$ cat config.mk
export PLATFORM = sky130hd
export DESIGN_NAME = vtag_cache
export DESIGN_NICKNAME = d
export VERILOG_FILES = /design/src/rtl/vtc_pkg.sv /design/src/rtl/vtc_tag_store.sv /design/src/rtl/vtc_data_store.sv /design/src/rtl/vtc_ctrl.sv /design/src/rtl/vtag_cache.sv
export SDC_FILE = /design/constraint.sdc
export NUM_CORES = 2
export LEC_CHECK = 0
export ABC_AREA = 1
export ABC_CLOCK_PERIOD_IN_PS = 2800
export BUFFER_PORTS_ARGS = -buffer_cell sky130_fd_sc_hd__buf_2
export CAP_MARGIN = 20
export CORE_MARGIN = 3
export CORE_UTILIZATION = 60
export CTS_BUF_LIST = sky130_fd_sc_hd__clkbuf_4 sky130_fd_sc_hd__clkbuf_8
export DETAILED_ROUTE_END_ITERATION = 6
export GPL_ROUTABILITY_DRIVEN = 0
export HOLD_SLACK_MARGIN = 0.05
export PLACE_DENSITY = 0.76
export RECOVER_POWER = 100
export SLEW_MARGIN = 15
export SYNTH_ARGS = -nofsm -noshare
export SYNTH_HDL_FRONTEND = slang
export SYNTH_SLANG_ARGS = --single-unit
$ cat constraint.sdc
create_clock -name clk -period 2.8 [get_ports clk]
set_input_delay 0.28 -clock clk [delete_from_list [all_inputs] [get_ports clk]]
set_output_delay 0.28 -clock clk [all_outputs]
set_load 0.03 [all_outputs]
$ cat src/rtl/vtc_pkg.sv
package vtc_pkg;
    typedef enum logic [1:0] {
        ST_IDLE  = 2'd0,
        ST_XLATE = 2'd1,
        ST_MEM   = 2'd2,
        ST_RESP  = 2'd3
    } vtc_state_e;
endpackage

$ cat src/rtl/vtc_tag_store.sv
module vtc_tag_store #(
    parameter int LINES = 16,
    parameter int IDX_W = 4,
    parameter int TAG_W = 26,
    parameter int PID_W = 4,
    parameter int PWA_W = 30
) (
    input  logic             clk,
    input  logic             rst_n,
    input  logic             flush_i,
    input  logic [IDX_W-1:0] lk_idx_i,
    input  logic [TAG_W-1:0] lk_tag_i,
    input  logic [PID_W-1:0] lk_pid_i,
    output logic             lk_valid_o,
    output logic             lk_tag_eq_o,
    output logic             lk_pid_eq_o,
    output logic [PWA_W-1:0] lk_pwa_o,
    input  logic             fill_i,
    input  logic [IDX_W-1:0] fill_idx_i,
    input  logic [TAG_W-1:0] fill_tag_i,
    input  logic [PID_W-1:0] fill_pid_i,
    input  logic [PWA_W-1:0] fill_pwa_i
);
    typedef struct packed {
        logic [LINES-1:0]            valid;
        logic [LINES-1:0][TAG_W-1:0] tag;
        logic [LINES-1:0][PID_W-1:0] pid;
        logic [LINES-1:0][PWA_W-1:0] pwa;
    } tags_t;

    tags_t s_d, s_q;

    always_comb begin
        s_d = s_q;
        if (fill_i) begin
            s_d.valid[fill_idx_i] = 1'b1;
            s_d.tag[fill_idx_i]   = fill_tag_i;
            s_d.pid[fill_idx_i]   = fill_pid_i;
            s_d.pwa[fill_idx_i]   = fill_pwa_i;
        end
        if (flush_i) begin
            s_d.valid = '0;
        end
    end

    always_ff @(posedge clk) begin
        if (!rst_n) s_q <= '0;
        else        s_q <= s_d;
    end

    // single comparator pair, selected by the index
    assign lk_valid_o  = s_q.valid[lk_idx_i];
    assign lk_tag_eq_o = (s_q.tag[lk_idx_i] == lk_tag_i);
    assign lk_pid_eq_o = (s_q.pid[lk_idx_i] == lk_pid_i);
    assign lk_pwa_o    = s_q.pwa[lk_idx_i];

    AST_FLUSH_EMPTIES: assert property (@(posedge clk) disable iff (!rst_n)
        flush_i |=> (s_q.valid == '0));
endmodule

$ cat src/rtl/vtc_data_store.sv
module vtc_data_store #(
    parameter int LINES  = 16,
    parameter int IDX_W  = 4,
    parameter int DATA_W = 32
) (
    input  logic              clk,
    input  logic              rst_n,
    input  logic [IDX_W-1:0]  rd_idx_i,
    output logic [DATA_W-1:0] rd_data_o,
    input  logic              wr_en_i,
    input  logic [IDX_W-1:0]  wr_idx_i,
    input  logic [DATA_W-1:0] wr_data_i
);
    logic [LINES-1:0][DATA_W-1:0] words_d, words_q;

    always_comb begin
        words_d = words_q;
        if (wr_en_i) words_d[wr_idx_i] = wr_data_i;
    end

    always_ff @(posedge clk) begin
        if (!rst_n) words_q <= '0;
        else        words_q <= words_d;
    end

    assign rd_data_o = words_q[rd_idx_i];
endmodule

$ cat src/rtl/vtc_ctrl.sv
module vtc_ctrl
    import vtc_pkg::*;
#(
    parameter int ADDR_W    = 32,
    parameter int DATA_W    = 32,
    parameter int PID_W     = 4,
    parameter int OFF_W     = 2,
    parameter int PID_CHECK = 1
) (
    input  logic                  clk,
    input  logic                  rst_n,
    input  logic                  cpu_req_i,
    input  logic                  cpu_we_i,
    input  logic [ADDR_W-1:0]     cpu_va_i,
    input  logic [PID_W-1:0]      cpu_pid_i,
    input  logic [DATA_W-1:0]     cpu_wdata_i,
    output logic                  cpu_ready_o,
    output logic [DATA_W-1:0]     cpu_rdata_o,
    input  logic                  lk_valid_i,
    input  logic                  lk_tag_eq_i,
    input  logic                  lk_pid_eq_i,
    input  logic [ADDR_W-OFF_W-1:0] lk_pwa_i,
    input  logic [DATA_W-1:0]     rd_data_i,
    output logic                  fill_o,
    output logic [ADDR_W-OFF_W-1:0] fill_pwa_o,
    output logic                  wr_en_o,
    output logic [DATA_W-1:0]     wr_data_o,
    output logic                  auto_flush_o,
    output logic                  xl_req_o,
    output logic [ADDR_W-1:0]     xl_va_o,
    input  logic                  xl_valid_i,
    input  logic [ADDR_W-1:0]     xl_pa_i,
    output logic                  mem_req_o,
    output logic                  mem_we_o,
    output logic [ADDR_W-1:0]     mem_pa_o,
    output logic [DATA_W-1:0]     mem_wdata_o,
    input  logic                  mem_valid_i,
    input  logic [DATA_W-1:0]     mem_rdata_i
);
    localparam logic PID_IGNORE = (PID_CHECK == 0);

    typedef struct packed {
        vtc_state_e        st;
        logic              fill;
        logic [ADDR_W-1:0] pa;
        logic [DATA_W-1:0] resp;
        logic [PID_W-1:0]  last_pid;
    } ctrl_t;

    ctrl_t r_d, r_q;
    logic  pid_switch;
    logic  hit;

    // with tag checking off, a change of process empties the cache
    assign pid_switch = PID_IGNORE && (cpu_pid_i != r_q.last_pid);
    assign hit = lk_valid_i && lk_tag_eq_i && (lk_pid_eq_i || PID_IGNORE) && !pid_switch;

    always_comb begin
        r_d          = r_q;
        cpu_ready_o  = 1'b0;
        cpu_rdata_o  = '0;
        fill_o       = 1'b0;
        wr_en_o      = 1'b0;
        wr_data_o    = cpu_wdata_i;
        auto_flush_o = 1'b0;
        xl_req_o     = 1'b0;
        mem_req_o    = 1'b0;
        mem_we_o     = 1'b0;
        case (r_q.st)
            ST_IDLE: begin
                if (cpu_req_i) begin
                    r_d.last_pid = cpu_pid_i;
                    auto_flush_o = pid_switch;
                    if (hit) begin
                        if (!cpu_we_i) begin
                            cpu_ready_o = 1'b1;
                            cpu_rdata_o = rd_data_i;
                        end else begin
                            wr_en_o  = 1'b1;
                            r_d.pa   = {lk_pwa_i, {OFF_W{1'b0}}};
                            r_d.fill = 1'b0;
                            r_d.st   = ST_MEM;
                        end
                    end else begin
                        r_d.fill = !cpu_we_i;
                        r_d.st   = ST_XLATE;
                    end
                end
            end
            ST_XLATE: begin
                xl_req_o = 1'b1;
                if (xl_valid_i) begin
                    r_d.pa = xl_pa_i;
                    r_d.st = ST_MEM;
                end
            end
            ST_MEM: begin
                mem_req_o = 1'b1;
                mem_we_o  = !r_q.fill;
                if (mem_valid_i) begin
                    if (r_q.fill) begin
                        fill_o    = 1'b1;
                        wr_en_o   = 1'b1;
                        wr_data_o = mem_rdata_i;
                    end
                    r_d.resp = mem_rdata_i;
                    r_d.st   = ST_RESP;
                end
            end
            default: begin
                cpu_ready_o = 1'b1;
                cpu_rdata_o = r_q.resp;
                r_d.st      = ST_IDLE;
            end
        endcase
    end

    always_ff @(posedge clk) begin
        if (!rst_n) r_q <= '{st: ST_IDLE, fill: 1'b0, pa: '0, resp: '0, last_pid: '0};
        else        r_q <= r_d;
    end

    assign xl_va_o     = cpu_va_i;
    assign mem_pa_o    = r_q.pa;
    assign mem_wdata_o = cpu_wdata_i;
    assign fill_pwa_o  = r_q.pa[ADDR_W-1:OFF_W];

    AST_HIT_NO_XLATE: assert property (@(posedge clk) disable iff (!rst_n)
        (r_q.st == ST_IDLE && cpu_req_i && hit) |=> !xl_req_o);
    AST_XLATE_AFTER_MISS: assert property (@(posedge clk) disable iff (!rst_n)
        $rose(xl_req_o) |-> $past(cpu_req_i && !hit));
    AST_MEM_ADDR_FROM_XLATE: assert property (@(posedge clk) disable iff (!rst_n)
        (r_q.st == ST_MEM && $past(r_q.st == ST_XLATE)) |-> (mem_pa_o == $past(xl_pa_i)));
    AST_WRMISS_NO_FILL: assert property (@(posedge clk) disable iff (!rst_n)
        fill_o |-> !cpu_we_i);
    AST_READY_ONE_CYCLE: assert property (@(posedge clk) disable iff (!rst_n)
        (cpu_ready_o && r_q.st == ST_RESP) |=> (r_q.st == ST_IDLE));
endmodule

$ cat src/rtl/vtag_cache.sv
module vtag_cache #(
    parameter int ADDR_W    = 32,
    parameter int DATA_W    = 32,
    parameter int PID_W     = 4,
    parameter int LINES     = 16,
    parameter int PID_CHECK = 1
) (
    input  logic              clk,
    input  logic              rst_n,
    input  logic              flush_i,
    input  logic              cpu_req_i,
    input  logic              cpu_we_i,
    input  logic [ADDR_W-1:0] cpu_va_i,
    input  logic [PID_W-1:0]  cpu_pid_i,
    input  logic [DATA_W-1:0] cpu_wdata_i,
    output logic              cpu_ready_o,
    output logic [DATA_W-1:0] cpu_rdata_o,
    output logic              xl_req_o,
    output logic [ADDR_W-1:0] xl_va_o,
    input  logic              xl_valid_i,
    input  logic [ADDR_W-1:0] xl_pa_i,
    output logic              mem_req_o,
    output logic              mem_we_o,
    output logic [ADDR_W-1:0] mem_pa_o,
    output logic [DATA_W-1:0] mem_wdata_o,
    input  logic              mem_valid_i,
    input  logic [DATA_W-1:0] mem_rdata_i
);
    localparam int OFF_W = $clog2(DATA_W / 8);
    localparam int IDX_W = $clog2(LINES);
    localparam int TAG_W = ADDR_W - IDX_W - OFF_W;
    localparam int PWA_W = ADDR_W - OFF_W;

    logic [IDX_W-1:0]  idx;
    logic [TAG_W-1:0]  tag;
    logic              lk_valid, lk_tag_eq, lk_pid_eq;
    logic [PWA_W-1:0]  lk_pwa, fill_pwa;
    logic [DATA_W-1:0] rd_data, wr_data;
    logic              fill, wr_en, auto_flush;

    assign idx = cpu_va_i[OFF_W +: IDX_W];
    assign tag = cpu_va_i[ADDR_W-1 -: TAG_W];

    vtc_tag_store #(
        .LINES(LINES), .IDX_W(IDX_W), .TAG_W(TAG_W), .PID_W(PID_W), .PWA_W(PWA_W)
    ) u_tags (
        .clk        (clk),
        .rst_n      (rst_n),
        .flush_i    (flush_i | auto_flush),
        .lk_idx_i   (idx),
        .lk_tag_i   (tag),
        .lk_pid_i   (cpu_pid_i),
        .lk_valid_o (lk_valid),
        .lk_tag_eq_o(lk_tag_eq),
        .lk_pid_eq_o(lk_pid_eq),
        .lk_pwa_o   (lk_pwa),
        .fill_i     (fill),
        .fill_idx_i (idx),
        .fill_tag_i (tag),
        .fill_pid_i (cpu_pid_i),
        .fill_pwa_i (fill_pwa)
    );

    vtc_data_store #(
        .LINES(LINES), .IDX_W(IDX_W), .DATA_W(DATA_W)
    ) u_data (
        .clk      (clk),
        .rst_n    (rst_n),
        .rd_idx_i (idx),
        .rd_data_o(rd_data),
        .wr_en_i  (wr_en),
        .wr_idx_i (idx),
        .wr_data_i(wr_data)
    );

    vtc_ctrl #(
        .ADDR_W(ADDR_W), .DATA_W(DATA_W), .PID_W(PID_W), .OFF_W(OFF_W), .PID_CHECK(PID_CHECK)
    ) u_ctrl (
        .clk         (clk),
        .rst_n       (rst_n),
        .cpu_req_i   (cpu_req_i),
        .cpu_we_i    (cpu_we_i),
        .cpu_va_i    (cpu_va_i),
        .cpu_pid_i   (cpu_pid_i),
        .cpu_wdata_i (cpu_wdata_i),
        .cpu_ready_o (cpu_ready_o),
        .cpu_rdata_o (cpu_rdata_o),
        .lk_valid_i  (lk_valid),
        .lk_tag_eq_i (lk_tag_eq),
        .lk_pid_eq_i (lk_pid_eq),
        .lk_pwa_i    (lk_pwa),
        .rd_data_i   (rd_data),
        .fill_o      (fill),
        .fill_pwa_o  (fill_pwa),
        .wr_en_o     (wr_en),
        .wr_data_o   (wr_data),
        .auto_flush_o(auto_flush),
        .xl_req_o    (xl_req_o),
        .xl_va_o     (xl_va_o),
        .xl_valid_i  (xl_valid_i),
        .xl_pa_i     (xl_pa_i),
        .mem_req_o   (mem_req_o),
        .mem_we_o    (mem_we_o),
        .mem_pa_o    (mem_pa_o),
        .mem_wdata_o (mem_wdata_o),
        .mem_valid_i (mem_valid_i),
        .mem_rdata_i (mem_rdata_i)
    );
endmodule

Yosys cells after proc, flatten, opt, wreduce, memory -nomap -nowiden --
Cells that the tools add are included.
Storage, ports and cells: word-level logic and storage cells 151, output and inout port bits 132, flip-flop bits (word level) 1555
Operators by class: reduce and logical (&&, ||, !) cells 13, mux-type cells 54, magnitude comparators 2, equal/unequal tests 11, bitwise logic cells 2
Operators by type and width (count):
- 512-bit bitwise mux | 1
- 480-bit bitwise mux | 1
- 416-bit bitwise mux | 1
- 32-bit two-way mux | 10
- 32-bit binary-select mux with 4-bit select | 1
- 32-bit demux with 4-bit select | 1
- 32-bit one-hot mux with 2 select lines | 2
- 30-bit binary-select mux with 4-bit select | 1
- 30-bit demux with 4-bit select | 1
- 26-bit binary-select mux with 4-bit select | 1
- 26-bit demux with 4-bit select | 1
- 35-bit two-way mux | 2
- 64-bit bitwise mux | 1
- 30-bit two-way mux | 2
- 26-bit two-way mux | 2
- 26-bit equality test | 1
- 4-bit binary-select mux with 4-bit select | 1
- 4-bit demux with 4-bit select | 1
- 16-bit OR | 1
- 1-bit two-way mux | 14
- 2-bit != test (second input constant) | 5
- 4-bit two-way mux | 2
- 2-bit one-hot mux with 3 select lines | 1
- 4-bit by 5-bit less-than comparator with 1-bit output (second input constant) | 1
- 21 further kinds | 27

Logic depth before layout (Yosys ltp) --
word-level depth 8, depth in mapped cells 26, depth with buffers taken out 21

Hierarchy --
Synthesis repeated with hierarchy kept, for this count alone.
Unflattened totals: cell total of the unflattened synthesis 10454, area total of the unflattened synthesis 70614.0 µm²
By module, submodules not included:
- vtc_tag_store | times used 1, sequential area each 19538.7 µm², area an instance 42746.0 µm², cells each 6229
- vtc_data_store | times used 1, sequential area each 10249.8 µm², area an instance 22933.2 µm², cells each 3390
- vtc_ctrl | times used 1, sequential area each 1341.3 µm², area an instance 4923.5 µm², cells each 832
- vtag_cache | times used 1, sequential area each 0.0 µm², area an instance 11.3 µm², cells each 3

Worst setup path before layout --
OpenSTA, ideal clock, no wires.
kind input-to-output, start point in cpu_va_i[3], end point out cpu_rdata_o[10], setup slack -383 ps, stages 11, buffers on the path 6, arrival time 2903 ps, path through buf_2 -> buf_2 -> buf_1 -> nor2_1 -> clkbuf_1 -> clkbuf_1 -> buf_1 -> a22oi_1 -> a21oi_1 -> nor4_1 -> o21ai_0
On the way: cells in the longest elaborated chain, start to end 8
Ends and longest elaborated chain:
- start: declaration | line vtag_cache.sv:13 | input logic [ADDR_W-1:0] cpu_va_i,
- 26-bit binary-select mux with 4-bit select | line vtc_tag_store.sv:53 | assign lk_tag_eq_o = (s_q.tag[lk_idx_i] == lk_tag_i);
- 26-bit two-way mux (implied by the code) | line vtc_tag_store.sv:53
- 26-bit equality test | line vtc_tag_store.sv:53
- 1-bit logical AND (2 in a row) | line vtc_ctrl.sv:56 | assign hit = lk_valid_i && lk_tag_eq_i && (lk_pid_eq_i || PID_IGNORE) && !pid_switch;
- 32-bit two-way mux * | line vtc_ctrl.sv:74 | if (hit) begin
- 32-bit two-way mux * | line vtc_ctrl.sv:71 | if (cpu_req_i) begin
- 32-bit one-hot mux with 2 select lines * | line vtc_ctrl.sv:69 | case (r_q.st)
- end: declaration | line vtag_cache.sv:17 | output logic [DATA_W-1:0] cpu_rdata_o,
Every way passes the cells marked *; elsewhere a longest branch is shown, timed or not. The select of a mux whose other input is x is not followed.

Worst setup path after layout --
start point reg u_tags.s_q[692] (netlist bit), end point out cpu_rdata_o[10]
On the way: cells in the longest elaborated chain, start to end 8
Ends and longest elaborated chain:
- start: declaration | line vtc_tag_store.sv:31 | tags_t s_d, s_q;
- start signal: assignment | line vtc_tag_store.sv:47 | if (!rst_n) s_q <= '0;
- start signal: assignment | line vtc_tag_store.sv:48 | else s_q <= s_d;
- 26-bit binary-select mux with 4-bit select | line vtc_tag_store.sv:53
- 26-bit two-way mux (implied by the code) | line vtc_tag_store.sv:53
- 26-bit equality test | line vtc_tag_store.sv:53
- 1-bit logical AND (2 in a row) | line vtc_ctrl.sv:56
- 32-bit two-way mux | line vtc_ctrl.sv:74
- 32-bit two-way mux | line vtc_ctrl.sv:71
- 32-bit one-hot mux with 2 select lines | line vtc_ctrl.sv:69
Every way passes these cells. The select of a mux whose other input is x is not followed.

==> results by group <==
Layout
  • P&R area growth vs syn: 22.9%
  • Layout cell share with drive strength beyond 1: 0.160
  • FF+latch area: 31100 sq um
  • Nets: 10200
  • Multi-input gate area: 34200 sq um
  • Filler Cell Count: 8400
  • Post-route core utilization: 0.743
  • Post-Layout Cell Count: 11700

Yosys
  • Post-synth EDFFs: 0
  • Asr flop ratio synth: 0
  • Synth Area in Adders: 0.000723
  • Synth Area in Simple Gates: 0.205
  • Compound-Gate Fraction of Synth Area: 0.258
  • Post-synth top area share: 0.450
  • Mux contribution to synthesized area: 0
  • Average size of a mapped cell: 7.10 sq um
  • Post-synthesis cell type count: 26
  • Synthesized Nets: 9892
  • Most common cell in the netlist: nand2_1
  • Yosys reg bits: 1555
  • Area leader, netlist: dfxtp_1
  • Synth warnings: 0
  • Post-synthesis sequential area ratio: 0.450
  • Synth Flop Type: dfxtp_1
  • Xor and xnor area share after synthesis: 0
  • Mapped Area: 69200 sq um
  • Ranking of synthesized cells by area: dfxtp_1 45%, a21oi_1 12%, nand2_1 12%
  • Largest family of logic cells by synthesized area: compound AO/OA/AOI/OAI gates
  • Post-Syn Instances: 9749
  • Synth top cells by count: 2135 x nand2_1, 1660 x a21oi_1, 1555 x dfxtp_1, 1048 x o21ai_0, 772 x nor2_1

Critical path
  • Crit start category: register
  • CP required: 2.52 ns
  • Worst flop-to-flop path startpoint: u_tags.s_q[787]
  • Critical-path maximum fanout: 7
  • R2r setup slk: -0.73 ns
  • Critical path class: register to output pin
  • Arr. time, crit path: 3.56 ns
  • FF-to-FF End: u_data.words_q[441]
  • CP endpoint kind: output pin
  • Worst r2r path cells: 31

Route
  • Wire length per cell: 21.1 microns
  • ANT nets after route: 0
  • Final wirelength: 247 mm
  • DRC Markers: 2
  • 1st-iter DRT viols: 9638
  • Routed vias/inst: 6.26
  • Drt first pass iters: 7
  • Via count: 73300

Clock network
  • Depth of the CTS H-tree: 5
  • Clock slew at reported path FFs: 0.06 ns
  • Clock Path Buffers: 4
  • Num CTS Buffers: 274
  • Clock Root Buffer: clkbuf_8
  • Clock Latency Late Sink: 0.99 ns
  • Clock Sinks: 1555
  • CTS tree: built

Floorplan
  • Core ar.: 115000 sq um
  • # IOs: 271
  • Die W: 346 microns
  • Starting Density: 0.605
  • Num rows: 124
  • Die height: 346 microns
  • Die area: 120000 sq um

Global route
  • First-pass GRT wire length: 371 mm
  • Total congestion overflow: 0
  • Vias in the first global route: 67300
  • Largest net degree at the start of global routing: 200
  • Initial antenna violation count: 7
  • GR Util All Layers: 0.381

STA
  • Final period utilization: 1.37
  • Setup violators final: 1281
  • Worst hold slack: 0.132 ns
  • Setup Skew: 0.0483 ns
  • RSZ-0062 raised after global routing: true
  • Slew at the pin with the worst max-slew slack: 1.37 ns
  • Final min period: 3.84 ns
  • Hold Vio Cnt, Final: 0
  • Slew HR: 0.0783
  • Post-route setup slack: -1.04 ns
  • Max frequency: 0.261 GHz
  • Final Max Tran Viols: 0

Power
  • Design Power: 52.6 mW
  • Max IR drop VDD: 0.000598 V
  • Leak: 33.5 nW
  • Pwr/cell area: 619 nW/um^2

Run status
  • Failing checks: design-rule violations, negative setup slack
  • Status: complete, but fails checks

Hold path
  • Hold EP: u_ctrl.r_q[28]
  • Hold path depth: 4
  • Hold Startpoint: mem_rdata_i[24]
  • Hold Path Class: input port to register

Place
  • Post-Place Cells: 11000
  • Port bufs: 266
  • Dpl hpwl: 133 mm
  • DP Worst Slack: -0.685 ns

Flow run
  • Max-cap violations: 0
## registers in the layout, summed over array words and instances (netlist names)
| signal | cells |
|---|---|
| u_ctrl.r_q | 35 |
| u_ctrl.mem_pa_o | 32 |
| u_data.words_q | 512 |
| u_tags.s_q | 976 |
## per-layer routing
layer | share of wire | track usage | routed length, microns
met5 | 0.000032 | 0 | 8
met4 | 0.057 | 0.204 | 14100
met3 | 0.11 | 0.0721 | 27500
met2 | 0.45 | 0.605 | 111000
met1 | 0.38 | 0.492 | 94500
## placed cells by master (no fill, tap or decap), types with 14 or more instances in the layout
master / Yosys / routed
nand3_2: 0 / 94
clkbuf_8: 0 / 337
buf_6: 45 / 60
nand4_1: 19 / 19
dfxtp_1: 1555 / 1543
a21oi_1: 1660 / 1590
o21ai_4: 0 / 36
nand2_1: 2135 / 2064
nor2_4: 0 / 30
clkbuf_4: 0 / 91
o21ai_0: 1048 / 1011
nor2_2: 1 / 23
buf_8: 0 / 27
buf_4: 109 / 326
nor3_1: 14 / 14
o21ai_1: 47 / 39
dlygate4sd3_1: 0 / 133
o221ai_1: 87 / 87
clkinv_1: 63 / 59
inv_1: 263 / 258
nor4_1: 32 / 30
nand3_1: 577 / 471
clkbuf_16: 0 / 32
a22oi_1: 426 / 426
nor2_1: 772 / 720
buf_16: 0 / 17
buf_2: 120 / 137
nand2_2: 1 / 64
buf_12: 0 / 187
clkbuf_1: 646 / 98
clkinv_2: 0 / 16
a21oi_2: 0 / 58
## power by group
| group | switching [mW] | leakage (nW) | internal [mW] |
|---|---|---|---|
| registers | 0.783 | 12.5 | 22.6 |
| logic | 5.32 | 18.0 | 2.19 |
| clock network | 9.29 | 2.97 | 12.5 |
| total | 15.4 | 33.5 | 37.3 |
## through the flow
stage                     cell area (sq um)  setup TNS [ns]
after floorplan                       69600          -0.763
after global placement                74300         -329.04
after detailed placement              74300         -355.15
after CTS                             82900          -61.43
after global routing                  85100         -630.67
final                                 85100         -432.31
## repair_timing
action                                   CTS  global route
resized for setup                        166           373
pin swaps                                 29           107
buffers inserted                          21            39
endpoints found under the setup margin   532           641
hold buffers                             133             0
endpoints found under the hold margin   1265             0
cloned                                    33            37
## cell type report
type,instances,area share
Tap cell,1512,0.0222
Antenna cell,2,0.0000588
Inverter,338,0.0154
Clock inverter,27,0.00357
Multi-Input combinational cell,6843,0.401
Clock buffer,424,0.0622
Timing Repair Buffer,1024,0.129
Sequential cell,1555,0.366
## cell families after synthesis
family,count (synthesis)
adder cells (fa/ha/maj),4
buffers and inverters,1354
AO/OA/AOI/OAI,3284
flip-flops,1555
AND/OR/NAND/NOR,3552
## worst max-delay path by stage
| stage | from | cells past startpoint | to | slack [ns] |
|---|---|---|---|---|
| final | u_tags.s_q[692] | 21 | cpu_rdata_o[10] | -1.04 |
| after global routing | u_tags.s_q[812] | 21 | cpu_rdata_o[27] | -1.24 |
| after CTS | u_tags.s_q[870] | 23 | cpu_rdata_o[13] | -0.98 |
| after detailed placement | cpu_va_i[5] | 22 | cpu_rdata_o[4] | -0.69 |
| after global placement | cpu_va_i[2] | 23 | cpu_rdata_o[0] | -0.66 |
| after floorplan | cpu_va_i[2] | 22 | cpu_rdata_o[0] | -0.03 |
## critical path, cell delays in order, from the launching register on
cell       delay (ns)
dfxtp_1          0.36
nand2_1          0.06
nand2_1          0.08
nand2_1          0.05
nand2_1          0.06
nand2_1          0.04
nand2_1          0.17
nor2_2           0.07
nand2_1          0.07
nand2_1          0.06
nor2_1           0.10
nand2_1          0.11
nor2_1           0.13
nand2_1          0.10
nor2_4           0.13
buf_12           0.15
nand2_8          0.05
nor2_4           0.11
nand2_4          0.14
clkbuf_16        0.22
o21ai_4          0.16
buf_6            0.15
Note: power is estimated with default switching activity, not from simulation.
